===== config.mk =====
export PLATFORM = sky130hd
export DESIGN_NAME = heat_profile_seq
export DESIGN_NICKNAME = d
export VERILOG_FILES = /design/src/rtl/heat_profile_seq.sv
export SDC_FILE = /design/constraint.sdc
export NUM_CORES = 1
export LEC_CHECK = 0
export ABC_AREA = 0
export ABC_CLOCK_PERIOD_IN_PS = 2550
export BUFFER_PORTS_ARGS = -buffer_cell sky130_fd_sc_hd__buf_2
export CAP_MARGIN = 20
export CORE_MARGIN = 2
export CORE_UTILIZATION = 60
export CTS_BUF_LIST = sky130_fd_sc_hd__clkbuf_4 sky130_fd_sc_hd__clkbuf_8 sky130_fd_sc_hd__clkbuf_16
export CTS_CLUSTER_DIAMETER = 200
export DETAILED_ROUTE_END_ITERATION = 8
export PLACE_DENSITY = 0.74
export SLEW_MARGIN = 20
export SYNTH_ARGS = -nofsm -noshare
export SYNTH_HDL_FRONTEND = slang
export SYNTH_SLANG_ARGS = --single-unit

===== constraint.sdc =====
create_clock -name clk -period 2.55 [get_ports clk]
set_clock_uncertainty 0.05 [all_clocks]
set_input_delay 0.51 -clock clk [delete_from_list [all_inputs] [get_ports clk]]
set_output_delay 0.51 -clock clk [all_outputs]
set_load 0.1 [all_outputs]

===== src/rtl/heat_profile_seq.sv =====
module heat_profile_seq #(
  parameter int SLOT_TICKS  = 1_000_000,
  parameter int PWM_SLOTS   = 100,
  parameter int DEB_TICKS   = 500_000,
  parameter int PH1_PERIODS = 45,
  parameter int PH2_PERIODS = 45,
  parameter int PH3_PERIODS = 30,
  parameter int DUTY1       = 30,
  parameter int DUTY2       = 40,
  parameter int DUTY3       = 60
) (
  input  logic       clk,
  input  logic       rst_n,
  input  logic       btn_i,
  output logic       heat_en_o,
  output logic       active_o,
  output logic [1:0] phase_o
);
  localparam int DIV_W  = (SLOT_TICKS > 1) ? $clog2(SLOT_TICKS) : 1;
  localparam int SLOT_W = (PWM_SLOTS > 1) ? $clog2(PWM_SLOTS) : 1;
  localparam int DEB_W  = (DEB_TICKS > 1) ? $clog2(DEB_TICKS) : 1;
  localparam int MAXP01 = (PH1_PERIODS > PH2_PERIODS) ? PH1_PERIODS : PH2_PERIODS;
  localparam int MAXP   = (MAXP01 > PH3_PERIODS) ? MAXP01 : PH3_PERIODS;
  localparam int PER_W  = (MAXP > 1) ? $clog2(MAXP) : 1;

  localparam logic [DIV_W-1:0]  DIV_LAST  = DIV_W'(SLOT_TICKS - 1);
  localparam logic [SLOT_W-1:0] SLOT_LAST = SLOT_W'(PWM_SLOTS - 1);
  localparam logic [DEB_W-1:0]  DEB_LAST  = DEB_W'(DEB_TICKS - 1);
  localparam logic [PER_W-1:0]  LEN1 = PER_W'(PH1_PERIODS - 1);
  localparam logic [PER_W-1:0]  LEN2 = PER_W'(PH2_PERIODS - 1);
  localparam logic [PER_W-1:0]  LEN3 = PER_W'(PH3_PERIODS - 1);
  localparam logic [SLOT_W:0]   D1 = (SLOT_W+1)'(DUTY1);
  localparam logic [SLOT_W:0]   D2 = (SLOT_W+1)'(DUTY2);
  localparam logic [SLOT_W:0]   D3 = (SLOT_W+1)'(DUTY3);

  logic [1:0]        sync_q;
  logic              db_q;
  logic [DEB_W-1:0]  deb_q;
  logic              run_q;
  logic [1:0]        ph_q;
  logic [DIV_W-1:0]  div_q;
  logic [SLOT_W-1:0] slot_q;
  logic [PER_W-1:0]  per_q;

  wire btn_s = sync_q[1];
  wire press = btn_s & ~db_q & (deb_q == DEB_LAST);

  logic [PER_W-1:0] len_sel;
  logic [SLOT_W:0]  duty_sel;
  always_comb begin
    case (ph_q)
      2'd0:    begin len_sel = LEN1; duty_sel = D1; end
      2'd1:    begin len_sel = LEN2; duty_sel = D2; end
      default: begin len_sel = LEN3; duty_sel = D3; end
    endcase
  end

  always_ff @(posedge clk) begin
    if (!rst_n) begin
      sync_q <= '0;
      db_q   <= 1'b0;
      deb_q  <= '0;
    end else begin
      sync_q <= {sync_q[0], btn_i};
      if (btn_s != db_q) begin
        if (deb_q == DEB_LAST) begin
          db_q  <= btn_s;
          deb_q <= '0;
        end else begin
          deb_q <= deb_q + 1'b1;
        end
      end else begin
        deb_q <= '0;
      end
    end
  end

  always_ff @(posedge clk) begin
    if (!rst_n) begin
      run_q  <= 1'b0;
      ph_q   <= '0;
      div_q  <= '0;
      slot_q <= '0;
      per_q  <= '0;
    end else if (press) begin
      run_q  <= ~run_q;
      ph_q   <= '0;
      div_q  <= '0;
      slot_q <= '0;
      per_q  <= '0;
    end else if (run_q) begin
      if (div_q == DIV_LAST) begin
        div_q <= '0;
        if (slot_q == SLOT_LAST) begin
          slot_q <= '0;
          if (per_q == len_sel) begin
            per_q <= '0;
            if (ph_q == 2'd2) run_q <= 1'b0;
            else              ph_q  <= ph_q + 2'd1;
          end else begin
            per_q <= per_q + 1'b1;
          end
        end else begin
          slot_q <= slot_q + 1'b1;
        end
      end else begin
        div_q <= div_q + 1'b1;
      end
    end
  end

  assign active_o  = run_q;
  assign heat_en_o = run_q & ({1'b0, slot_q} < duty_sel);
  assign phase_o   = run_q ? ph_q + 2'd1 : 2'd0;
endmodule



# Word level (Yosys, flattened, before mapping)
# Cells that the tools add are included.
dict set report totals {
  ff_bits 58
  latchBits 0
  mem_bits_rw 0
  rom_bits 0
  in_bits 3
  output_inout_bits 4
  word_cells 49
  mem_count 0
}
dict set report op_classes {
  add_sub_neg 5
  mul 0
  div 0
  n_lt_le_gt_ge 1
  eq_ne 7
  shift 0
  mux 12
  bitwise_logic 8
  n_reduce_logical 8
}
# op count
set ops {}
lappend ops {{20-bit by 1-bit adder with 20-bit output (second input constant)} 1}
lappend ops {{20-bit == test (second input constant)} 1}
lappend ops {{20-bit 2-to-1 mux} 1}
lappend ops {{19-bit by 1-bit adder with 19-bit output (second input constant)} 1}
lappend ops {{19-bit == test (second input constant)} 1}
lappend ops {{6-bit 2-to-1 mux} 2}
lappend ops {{6-bit case mux with 2 select lines} 1}
lappend ops {{7-bit by 8-bit < comparator with 1-bit output} 1}
lappend ops {{7-bit by 1-bit adder with 7-bit output (second input constant)} 1}
lappend ops {{7-bit == test (second input constant)} 1}
lappend ops {{7-bit 2-to-1 mux} 1}
lappend ops {{6-bit by 1-bit adder with 6-bit output (second input constant)} 1}
lappend ops {{6-bit == test} 1}
lappend ops {{1-bit 2-to-1 mux} 6}
lappend ops {{1-bit NOT} 5}
lappend ops {{5-bit AND reduction} 1}
lappend ops {{2-bit AND reduction} 2}
lappend ops {{2-bit OR reduction} 2}
lappend ops {{1-bit bitwise AND} 3}
lappend ops {{3-bit AND reduction} 1}
lappend ops {{3-bit OR reduction} 1}
lappend ops {{2-bit by 1-bit adder with 2-bit output (second input constant)} 1}
lappend ops {{2-bit by 1-bit == test with 1-bit output (second input constant)} 1}
lappend ops {{2-bit == test (second input constant)} 1}
lappend ops {{3 further kinds} 3}

# Logic depth before layout (Yosys ltp)
# Gate-level depths: netlist of run 1.
dict set report depth {
  ltp_word 9
  depth_mapped 8
  mapped_depth_nobuf 7
}

# Worst setup path before layout of run 1
# Ideal clock, no wire load.
dict set report synth_timing {
  path_kind {flip-flop to output port}
  start {reg run_q (netlist: active_o)}
  end {out heat_en_o}
  t_arrival_ns 6.017
  t_required_ns 1.990
  path_slack_ns -4.027
  stages_incl_launch_ff 4
  n_path_buf 1
  path_cell_list {dfxtp_1 -> buf_2 -> inv_1 -> a2111oi_0}
}
dict set report synth_between {
  elab_chain_len 1
}
# element line
set synth_rtl {}
lappend synth_rtl {{from (decl)} 39} ;# logic run_q;
lappend synth_rtl {{from (signal assigned)} 86} ;# run_q <= ~run_q;
lappend synth_rtl {{1-bit bitwise AND} 113} ;# assign heat_en_o = run_q & ({1'b0, slot_q} < duty_sel);
lappend synth_rtl {{to (decl)} 15} ;# output logic heat_en_o,
# No other way between the ends.

# Final worst setup path of run 1
dict set report layout_timing {
  start {reg ph_q[1]}
  end {out heat_en_o}
}
dict set report layout_between {
  elab_chain_len 4
  word_cells_on_any_way 5
  cone_classes {order compare (1); eq/ne (1); mux (1); bitwise (1); reduce/logical (1)}
}
# element line
set layout_rtl {}
lappend layout_rtl {{from (decl)} 40} ;# logic [1:0] ph_q;
lappend layout_rtl {{from (signal assigned)} 99} ;# else ph_q <= ph_q + 2'd1;
lappend layout_rtl {{2-bit by 1-bit == test with 1-bit output or 2-bit zero test (tied branches)} 51} ;# case (ph_q)
lappend layout_rtl {{6-bit case mux with 2 select lines (*)} 51}
lappend layout_rtl {{7-bit by 8-bit < comparator with 1-bit output (*)} 113}
lappend layout_rtl {{1-bit bitwise AND (*)} 113}
# Mark *: on every way between the ends. The rest lies on a longest branch, timed or not.

==> results of run 1 <==
## sequential cells by signal (all words and copies together), names as in the netlist
signal and count:
ph_q 2, active_o 1, deb_q 19, sync_q 2
db_q 1, div_q 20, per_q 6, slot_q 7
## area by class of cell
type / instances / area (sq um) / area share (%)
Sequential cell: 58 / 1170 / 35.8
Tap cell: 52 / 65.1 / 1.99
Clock buffer: 11 / 139 / 4.25
Clock inverter: 5 / 78.8 / 2.41
Timing Repair Buffer: 12 / 90.1 / 2.76
Inverter: 10 / 40.0 / 1.23
Multi-Input combinational cell: 248 / 1690 / 51.6
## worst paths after layout
kind	to	slack (ns)	cells after the start
setup / recovery	heat_en_o	0.03	7
hold / removal	sync_q[0]	0.33	2
setup reg to reg	div_q[9]	0.33	6
hold reg to reg	sync_q[1]	0.39	1
## layout by cell type, fill, tap and decap left out, drive strengths merged, types with 2 or more instances in the layout
cell type / instances
nand2: 23
ha: 12
o21ai: 4
dfxtp: 58
a21oi: 12
nor4b: 5
mux2i: 2
nand3: 25
clkbuf: 11
or2: 3
xor2: 21
buf: 12
and2: 4
and4: 6
nor4: 6
nor2: 58
inv: 10
nand4: 10
and3: 6
clkinv: 3
nand2b: 2
nor3: 8
bufinv: 2
xnor2: 22
o31ai: 2
or3: 2
## synthesized netlist by cell type (2+ instances only)
library cell / instances / area share, %
dfxtp_1: 58 / 41
and3_1: 5 / 1.1
o31ai_1: 2 / 0.53
xor2_1: 21 / 6.5
nand2b_1: 2 / 0.44
nor4b_1: 4 / 1.2
nor4_1: 5 / 1.1
nor3_1: 8 / 1.4
and4_1: 5 / 1.5
a21oi_1: 12 / 2.1
and2_1: 4 / 0.89
or3_1: 2 / 0.44
nand4_1: 9 / 2.0
or2_2: 2 / 0.44
mux2i_1: 2 / 0.71
xnor2_1: 22 / 6.8
nand2_1: 23 / 3.1
nor2_1: 57 / 7.6
o21ai_0: 4 / 0.71
inv_1: 10 / 1.3
buf_2: 3 / 0.53
nand3_1: 24 / 4.2
clkbuf_1: 3 / 0.40
ha_1: 12 / 5.3
## kinds of logic after synthesis
family | after synthesis
simple gates | 166
flops | 58
xor+xnor | 43
compound gates | 24
buf+inv | 17
fa+ha+maj | 12
mux | 3
## power groups by stage
| stage | registers, mW | logic [mW] | clock network, mW |
|---|---|---|---|
| 2_1_floorplan | 0.931 | 0.0248 | 0 |
| 3_3_place_gp | 0.932 | 0.0320 | 0 |
| 3_5_place_dp | 0.932 | 0.0318 | 0 |
| 4_1_cts | 0.911 | 0.0319 | 0.943 |
| 5_1_grt | 0.910 | 0.0358 | 0.987 |
| 6_report | 0.911 | 0.0316 | 0.928 |
## routing by layer
metal / share of wire [%] / global-route usage, % / vias to the layer above
met1: 50 / 29.7 / 1047
li1: - / - / 1148
met5: 0 / 0 / -
met4: 2.2 / 12.3 / 0
met2: 45 / 33.1 / 29
met3: 2.9 / 5.39 / 10
## what timing repair did
action / in CTS / in global routing
endpoints found under the hold margin: 0 / 0
setup buffers: 0 / 1
resized for setup: 2 / 7
pin swaps: 1 / 4
endpoints found under the setup margin: 1 / 1
hold buffers: 0 / 0
## worst reg2reg max path, cell delays in order (launching register included)
cell and delay (ns):
dfxtp_1 0.37, ha_1 0.25, nand4_1 0.18, nor4_1 0.54, a31o_2 0.27, or2_2 0.33, nor2_1 0.10
## metrics by stage
step / cells / instance area (sq um)
after floorplan: 323 / 2880
after global placement: 379 / 2990
after detailed placement: 379 / 2990
after CTS: 395 / 3230
after global routing: 396 / 3270
final: 396 / 3270
==> metrics.md, run 1 <==
| Metric | Value |
|---|---|
| Pint | `1.49 mW` |
| Max frequency | `396 MHz` |
| TritonCTS clock tree | `done` |
| Area Growth Syn to Fin | `15.6%` |
| Crit-path cells | `inv_4, ha_4, ha_4, a21oi_2, o21bai_2, a2111oi_4, buf_12` |
| Nature of the critical path startpoint | `flip-flop` |
| Max FO, Critical Path | `3` |
| NumNets Final | `354` |
| Pleak | `1.12 nW` |
| Status | `finished clean` |
| CP most frequent cell | `ha_4` |
| Smallest hold slack | `0.327 ns` |
| Initial DRC count | `131` |
| Sw power | `0.381 mW` |
| Synth Area in Simple Gates | `31.5%` |
| Total Die Area | `0.00528 sq mm` |
| Synthesized-area fraction occupied by xor and xnor cells | `13.3%` |
| Pre-CTS setup slack | `0.357 ns` |
| Row count | `24` |
| Final WL | `5360 microns` |
| Setup CP Type | `reg2out` |
| # diodes | `0` |
| Final worst slack | `0.0256 ns` |
| Setup TNS Final | `0 ns` |
| CTS H-tree lvls | `3` |
| Switch share | `20.4%` |
| First drt pass iteration count | `5` |
| Synth warn | `0` |
| Comb pwr share | `1.7%` |
| Slowest-stage cell, CP | `a2111oi_4` |
| DRT antenna net count | `0` |
| Wire per inst | `13.5 microns` |
| Synth Cell Area | `0.00283 sq mm` |
| Die X | `72.6 microns` |
| Starting density of the core | `63.6%` |
| Syn Inst Count | `323` |
| Crit path arrival time | `1.96 ns` |
| Hpwl dp | `3640 microns` |
| Final slew viol count | `0` |
| Die Ht | `72.6 microns` |
| Power after layout | `1.87 mW` |
| Asr flop ratio synth | `0%` |
| Post-synthesis sequential area ratio | `41.1%` |
| Hold violation total from the final report | `0` |
| Vias | `2,234` |
| Yosys reg bits | `58` |
| Peak VDD IR | `0.000558 V` |
| CP Launch Point | `ph_q[1]` |
| Cell family with most CP delay | `compound AO/OA/AOI/OAI gates` |
| Worst rel slew slack | `57.2%` |
| GP Congestion | `0.890` |
| CTS Root Cell | `clkbuf_8` |
| Worst setup EP type | `primary output` |
| Share of layout cells above drive strength 1 | `16.3%` |
| Max-Cap Viols | `0` |
| Slew @ Worst Pin | `0.637 ns` |
| Total gr overflow | `0` |
| GRT Total Usage | `22.3%` |
| Fillers | `349` |
| Final Util | `73.5%` |
| Worst endpoint required time | `1.99 ns` |
| Worst-path clk slew | `0.06 ns` |
| R2r startpoint | `deb_q[0]` |
| CTS buffer count | `9` |
| CTS max path bufs | `2` |
| Vias in the first global route | `2,003` |
| Average size of a mapped cell | `8.75 sq um` |
| Io pins | `7` |
| Worst skew pair latency | `0.34 ns` |
| Hold Crit Start | `btn_i` |
| Number of synthesized flops with an enable pin | `0` |
| Syn nets | `338` |
| WP buf/inv | `2` |
| Post-Synth Adder-Cell Area | `5.31%` |
| Clock share of power | `49.6%` |
| Vias per inst | `5.64` |
| Pwr Density | `573 mW/mm^2` |
| Final Critical Period | `2.52 ns` |
| Sequential power share | `48.7%` |
| Yosys cell types | `48` |
| Initial antenna violation count | `0` |
| Largest family of logic cells by synthesized area | `simple AND/OR/NAND/NOR gates` |
| Residual DRC count | `0` |
| First-pass GRT wire length | `8960 microns` |
| Clock sink count | `58` |
| Final Setup Violations | `0` |
| Worst Hold Class | `in2reg` |
| Largest net degree at the start of global routing | `20` |
| Core footprint | `0.00444 sq mm` |
| Period utilisation layout | `99.0%` |
| Top FF cell, synth | `dfxtp_1` |
| CP peak stage delay | `0.41 ns` |
| I/O Buffers | `6` |
| Proportion of synthesized area in mux cells | `1.11%` |
| Compound-Gate Fraction of Synth Area | `5.14%` |
No activity file was read; power rests on OpenSTA's default activity.
==> inputs of run 2 (changes only) <==
- CORE_UTILIZATION: 60 -> 50
- PLACE_DENSITY: 0.74 -> 0.63
==> run 2 against run 1 <==
  * Non-clock buffer count unchanged
  * Die area is 19% higher
  * Core utilization down 13 points
  * Critical endpoint unchanged
  * Combinational power increased by 4%
  * First-iteration DRC count rose by 13%
  * Hold slack improved by 0.010 ns
  * Critical path type unchanged
  * Register-to-register slack better by 0.04 ns
  * Largest power group is now registers
  * Global-route usage decreased by 3.2 points
==> metrics.md, run 2 (synthesized netlist as in run 1, its figures left out) <==
| Metric | Value |
|---|---|
| Status | `finished clean` |
| GRT Total Usage | `19.1%` |
| GP Congestion | `0.738` |
| DRT antenna net count | `0` |
| Largest registers | `div_q x20, deb_q x19, slot_q x7` |
| Crit-path cells | `inv_4, ha_4, ha_4, a21oi_4, o21bai_4, a2111oi_4, buf_12` |
| Nature of the critical path startpoint | `flip-flop` |
| Hold violation total from the final report | `0` |
| # diodes | `0` |
| Die Ht | `79.2 microns` |
| Initial DRC count | `148` |
| Worst Hold Class | `in2reg` |
| Cell family with most CP delay | `compound AO/OA/AOI/OAI gates` |
| Vias per inst | `5.34` |
| Total Die Area | `0.00627 sq mm` |
| Wire per inst | `12.9 microns` |
| Fillers | `529` |
| Crit path arrival time | `1.97 ns` |
| First-pass GRT wire length | `9400 microns` |
| Final slew viol count | `0` |
| Period utilisation layout | `99.3%` |
| Worst skew pair latency | `0.33 ns` |
| Residual DRC count | `0` |
| Row count | `27` |
| TritonCTS clock tree | `done` |
| Most frequent cells in the layout | `nor2_1, dfxtp_1, nand3_1` |
| Share of layout cells above drive strength 1 | `15.5%` |
| Power after layout | `1.82 mW` |
| First drt pass iteration count | `4` |
| CP most frequent cell | `ha_4` |
| Setup TNS Final | `0 ns` |
| Clock sink count | `58` |
| Max-Cap Viols | `0` |
| CTS H-tree lvls | `3` |
| Peak VDD IR | `0.000347 V` |
| Slew @ Worst Pin | `0.628 ns` |
| Total gr overflow | `0` |
| Largest net degree at the start of global routing | `20` |
| Finished Cell Area | `0.00329 sq mm` |
| Placed inst area | `0.00302 sq mm` |
| Worst-path clk slew | `0.06 ns` |
| Area Growth Syn to Fin | `16.3%` |
| NumNets Final | `354` |
| Final WL | `5360 microns` |
| Pleak | `1.11 nW` |
| Starting density of the core | `51.6%` |
| Commonest non-fill, non-tap cell in the layout | `nor2_1` |
| Most flops, register | `div_q` |
| Initial antenna violation count | `0` |
| Final Setup Violations | `0` |
| Final Critical Period | `2.53 ns` |
| Worst rel slew slack | `57.7%` |
| CTS hold repair buffers | `0` |
| Worst endpoint required time | `1.99 ns` |
| Hpwl dp | `3810 microns` |
| Unrepaired setup endpoints after global routing | `yes` |
| Smallest hold slack | `0.337 ns` |
| CP peak stage delay | `0.41 ns` |
| Vias | `2,217` |
| Slowest-stage cell, CP | `a2111oi_4` |
| Io pins | `7` |
| WP buf/inv | `2` |
| CTS max path bufs | `2` |
| Pwr Density | `552 mW/mm^2` |
| Core footprint | `0.00547 sq mm` |
| Max frequency | `395 MHz` |
| Max FO, Critical Path | `3` |
| Vias in the first global route | `2,077` |
| CTS buffer count | `9` |
| Worst setup EP type | `primary output` |
| CTS Root Cell | `clkbuf_8` |
| Die X | `79.2 microns` |
| I/O Buffers | `6` |
| Setup CP Type | `reg2out` |
| Largest register FFs | `20` |
run 2: what timing repair did:
action                     4_1_cts  5_1_grt
setup buffers                    0        1
pin swaps                        1        5
gates resized for setup          1        9
setup endpoints to repair        1        1
run 2: final timing paths:
check | cells after the start | slack [ns] | end | startpoint
max reg2reg | 6 | 0.37 | div_q[0] | deb_q[0]
max | 7 | 0.02 | heat_en_o | ph_q[1]
min reg2reg | 1 | 0.39 | sync_q[1] | sync_q[0]
min | 2 | 0.34 | sync_q[0] | btn_i
run 2: routing by layer:
metal / vias to the layer above / track usage, % / share of wire (%)
met5: - / 0 / 0
met4: 0 / 9.31 / 1.9
met3: 10 / 3.75 / 3.5
met2: 34 / 28.1 / 43
met1: 1025 / 26.6 / 52
li1: 1148 / - / -
run 2: through the flow:
stage               util (%)  std cells  setup slack (ns)
floorplan                  -        323            -0.195
global placement        55.2        399             0.380
detailed placement      55.2        399             0.326
CTS                     59.0        414          0.000220
global route            60.1        415           -0.0529
finish                  60.1        415            0.0187
run 2: layout make-up:
| cell class | instances | area (sq um) | share of cell area (%) |
|---|---|---|---|
| Clock inverter | 2 | 35.0 | 1.07 |
| Clock buffer | 13 | 173 | 5.25 |
| Tap cell | 72 | 90.1 | 2.74 |
| Timing Repair Buffer | 12 | 90.1 | 2.74 |
| Inverter | 10 | 40.0 | 1.22 |
| Multi-Input combinational cell | 248 | 1690 | 51.4 |
| Sequential cell | 58 | 1170 | 35.6 |
run 2: power breakdown:
part	switching (mW)	internal, mW
Combinational	0.0218	0.0112
Clock	0.337	0.535
Sequential	0.00266	0.907
==> inputs of run 3 (changes only) <==
- PLACE_DENSITY: 0.63 -> default
- PLACE_DENSITY_LB_ADDON: default -> 0.08
==> run 3 against run 2 <==
  * Via count decreased by 0.50%
  * Die area stayed put
  * Critical path depth unchanged
  * Cell count increased by 0.72%
  * Sequential share of layout area decreased by 0.47 points
  * Count of clock-buffer cells in the layout is 3 lower
  * First-iteration DRC count decreased by 25%
  * Non-clock buffer count rose by 2
  * Worst setup slack improved by 0.0031 ns
  * Power grew 8.3%
==> metrics.md, run 3 (synthesized netlist as in run 1, its figures left out) <==
| Metric | Value |
|---|---|
| Status | `finished clean` |
| Final worst slack | `0.0218 ns` |
| # diodes | `0` |
| Residual DRC count | `0` |
| Final Setup Violations | `0` |
| Final Critical Period | `2.53 ns` |
| I/O Buffers | `6` |
| Pleak | `1.14 nW` |
| Most flops, register | `div_q` |
| DRT antenna net count | `0` |
| CTS max path bufs | `2` |
| Hold violation total from the final report | `0` |
| Io pins | `7` |
| Worst Hold Class | `in2reg` |
| Vias | `2,206` |
| TritonCTS clock tree | `done` |
| Crit path arrival time | `1.97 ns` |
| Initial antenna violation count | `0` |
| Hpwl dp | `3850 microns` |
| Comb pwr share | `1.7%` |
| Post-route insts no fill | `418` |
| Worst-path clk slew | `0.06 ns` |
| Most frequent cells in the layout | `nor2_1, dfxtp_1, nand3_1` |
| Share of layout cells above drive strength 1 | `17.1%` |
| Placed cell count | `399` |
| Crit-path cells | `inv_4, ha_4, ha_4, a21oi_2, o21bai_2, a2111oi_4, buf_12` |
| Max frequency | `396 MHz` |
| Vias per inst | `5.28` |
| Core footprint | `0.00547 sq mm` |
| Fillers | `502` |
| Row count | `27` |
| Pre-CTS setup slack | `0.342 ns` |
| Initial DRC count | `111` |
| CTS hold repair buffers | `0` |
| Sequential power share | `46.3%` |
| NumNets Final | `356` |
| Pwr Density | `591 mW/mm^2` |
| GP Congestion | `0.794` |
| Sw power | `0.393 mW` |
| Largest registers | `div_q x20, deb_q x19, slot_q x7` |
| CTS Root Cell | `clkbuf_8` |
| Total Die Area | `0.00627 sq mm` |
| Largest net degree at the start of global routing | `20` |
| CTS buffer count | `9` |
| Die Ht | `79.2 microns` |
| Setup CP Type | `reg2out` |
| Worst endpoint required time | `1.99 ns` |
| CTS H-tree lvls | `3` |
| CP most frequent cell | `ha_4` |
| Largest register FFs | `20` |
| Wire per inst | `13.2 microns` |
| Peak VDD IR | `0.000286 V` |
| Nature of the critical path startpoint | `flip-flop` |
| Setup TNS Final | `0 ns` |
| GRT Total Usage | `19.9%` |
| Clock share of power | `52.0%` |
| First-pass GRT wire length | `9660 microns` |
| CP peak stage delay | `0.42 ns` |
| Vias in the first global route | `2,061` |
| Worst rel slew slack | `58.3%` |
| Worst skew pair latency | `0.34 ns` |
| Pint | `1.57 mW` |
| Period utilisation layout | `99.1%` |
| First drt pass iteration count | `4` |
| Final slew viol count | `0` |
| Starting density of the core | `51.6%` |
| Slowest-stage cell, CP | `a2111oi_4` |
| Area Growth Syn to Fin | `17.8%` |
| Total gr overflow | `0` |
| Switch share | `20.0%` |
| Unrepaired setup endpoints after global routing | `yes` |
| Slew @ Worst Pin | `0.620 ns` |
| Final Util | `60.8%` |
| Final WL | `5530 microns` |
| Clock sink count | `58` |
| Die X | `79.2 microns` |
| Commonest non-fill, non-tap cell in the layout | `nor2_1` |
| Worst setup EP type | `primary output` |
| Power after layout | `1.97 mW` |
| Max FO, Critical Path | `3` |
| Max-Cap Viols | `0` |
==> run 3: final cells by class <==
type / count / area [sq um] / area share, %
clock buffer: 10 / 131 / 3.95
clock inverter: 6 / 105 / 3.16
inverter: 10 / 40.0 / 1.20
multi-input combinational: 248 / 1690 / 50.7
sequential: 58 / 1170 / 35.1
tap: 72 / 90.1 / 2.71
timing repair buffer: 14 / 105 / 3.16
==> run 3: power groups by stage <==
stage	Sequential, mW	Combinational [mW]	Clock (mW)
after detailed placement	0.932	0.0332	0
after global placement	0.932	0.0329	0
final	0.910	0.0327	1.02
after floorplan	0.931	0.0248	0
after CTS	0.910	0.0332	1.04
after global routing	0.910	0.0372	1.09
==> run 3: stage by stage <==
stage | area, sq um | hold WS (ns)
final | 3330 | 0.331
after CTS | 3270 | 0.317
after global placement | 3020 | 0.374
after global routing | 3330 | 0.345
after floorplan | 2880 | 0.362
after detailed placement | 3020 | 0.370
==> run 3: layer usage <==
metal  vias up  GRT usage [%]  wire [microns]
li1       1154              -               -
met1      1018           27.2            2890
met2        24           29.6            2420
met3        10           4.77             128
met4         0           9.31             101
met5         -              0               0
==> run 3: path summary, 6_finish.rpt <==
| check | start | endpoint | slack, ns | cells after the start |
|---|---|---|---|---|
| setup / recovery | ph_q[1] | heat_en_o | 0.02 | 7 |
| hold / removal | btn_i | sync_q[0] | 0.33 | 2 |
| setup reg to reg | deb_q[0] | div_q[0] | 0.46 | 6 |
| hold reg to reg | sync_q[0] | sync_q[1] | 0.38 | 1 |
==> run 3: worst max-delay path, delay by kind of cell, from the launching register on <==
| kind | cells | cell delay, ns |
|---|---|---|
| AO/OA/AOI/OAI | 3 | 0.63 |
| adder cells (fa/ha/maj) | 2 | 0.38 |
| buffers and inverters | 2 | 0.27 |
| flip-flops | 1 | 0.35 |
==> run 3: timing repair <==
| action | CTS | global route |
|---|---|---|
| hold endpoints to repair | 0 | 0 |
| pin swaps | 1 | 5 |
| buffers inserted | 0 | 3 |
| gates resized for setup | 2 | 8 |
| setup endpoints to repair | 1 | 1 |
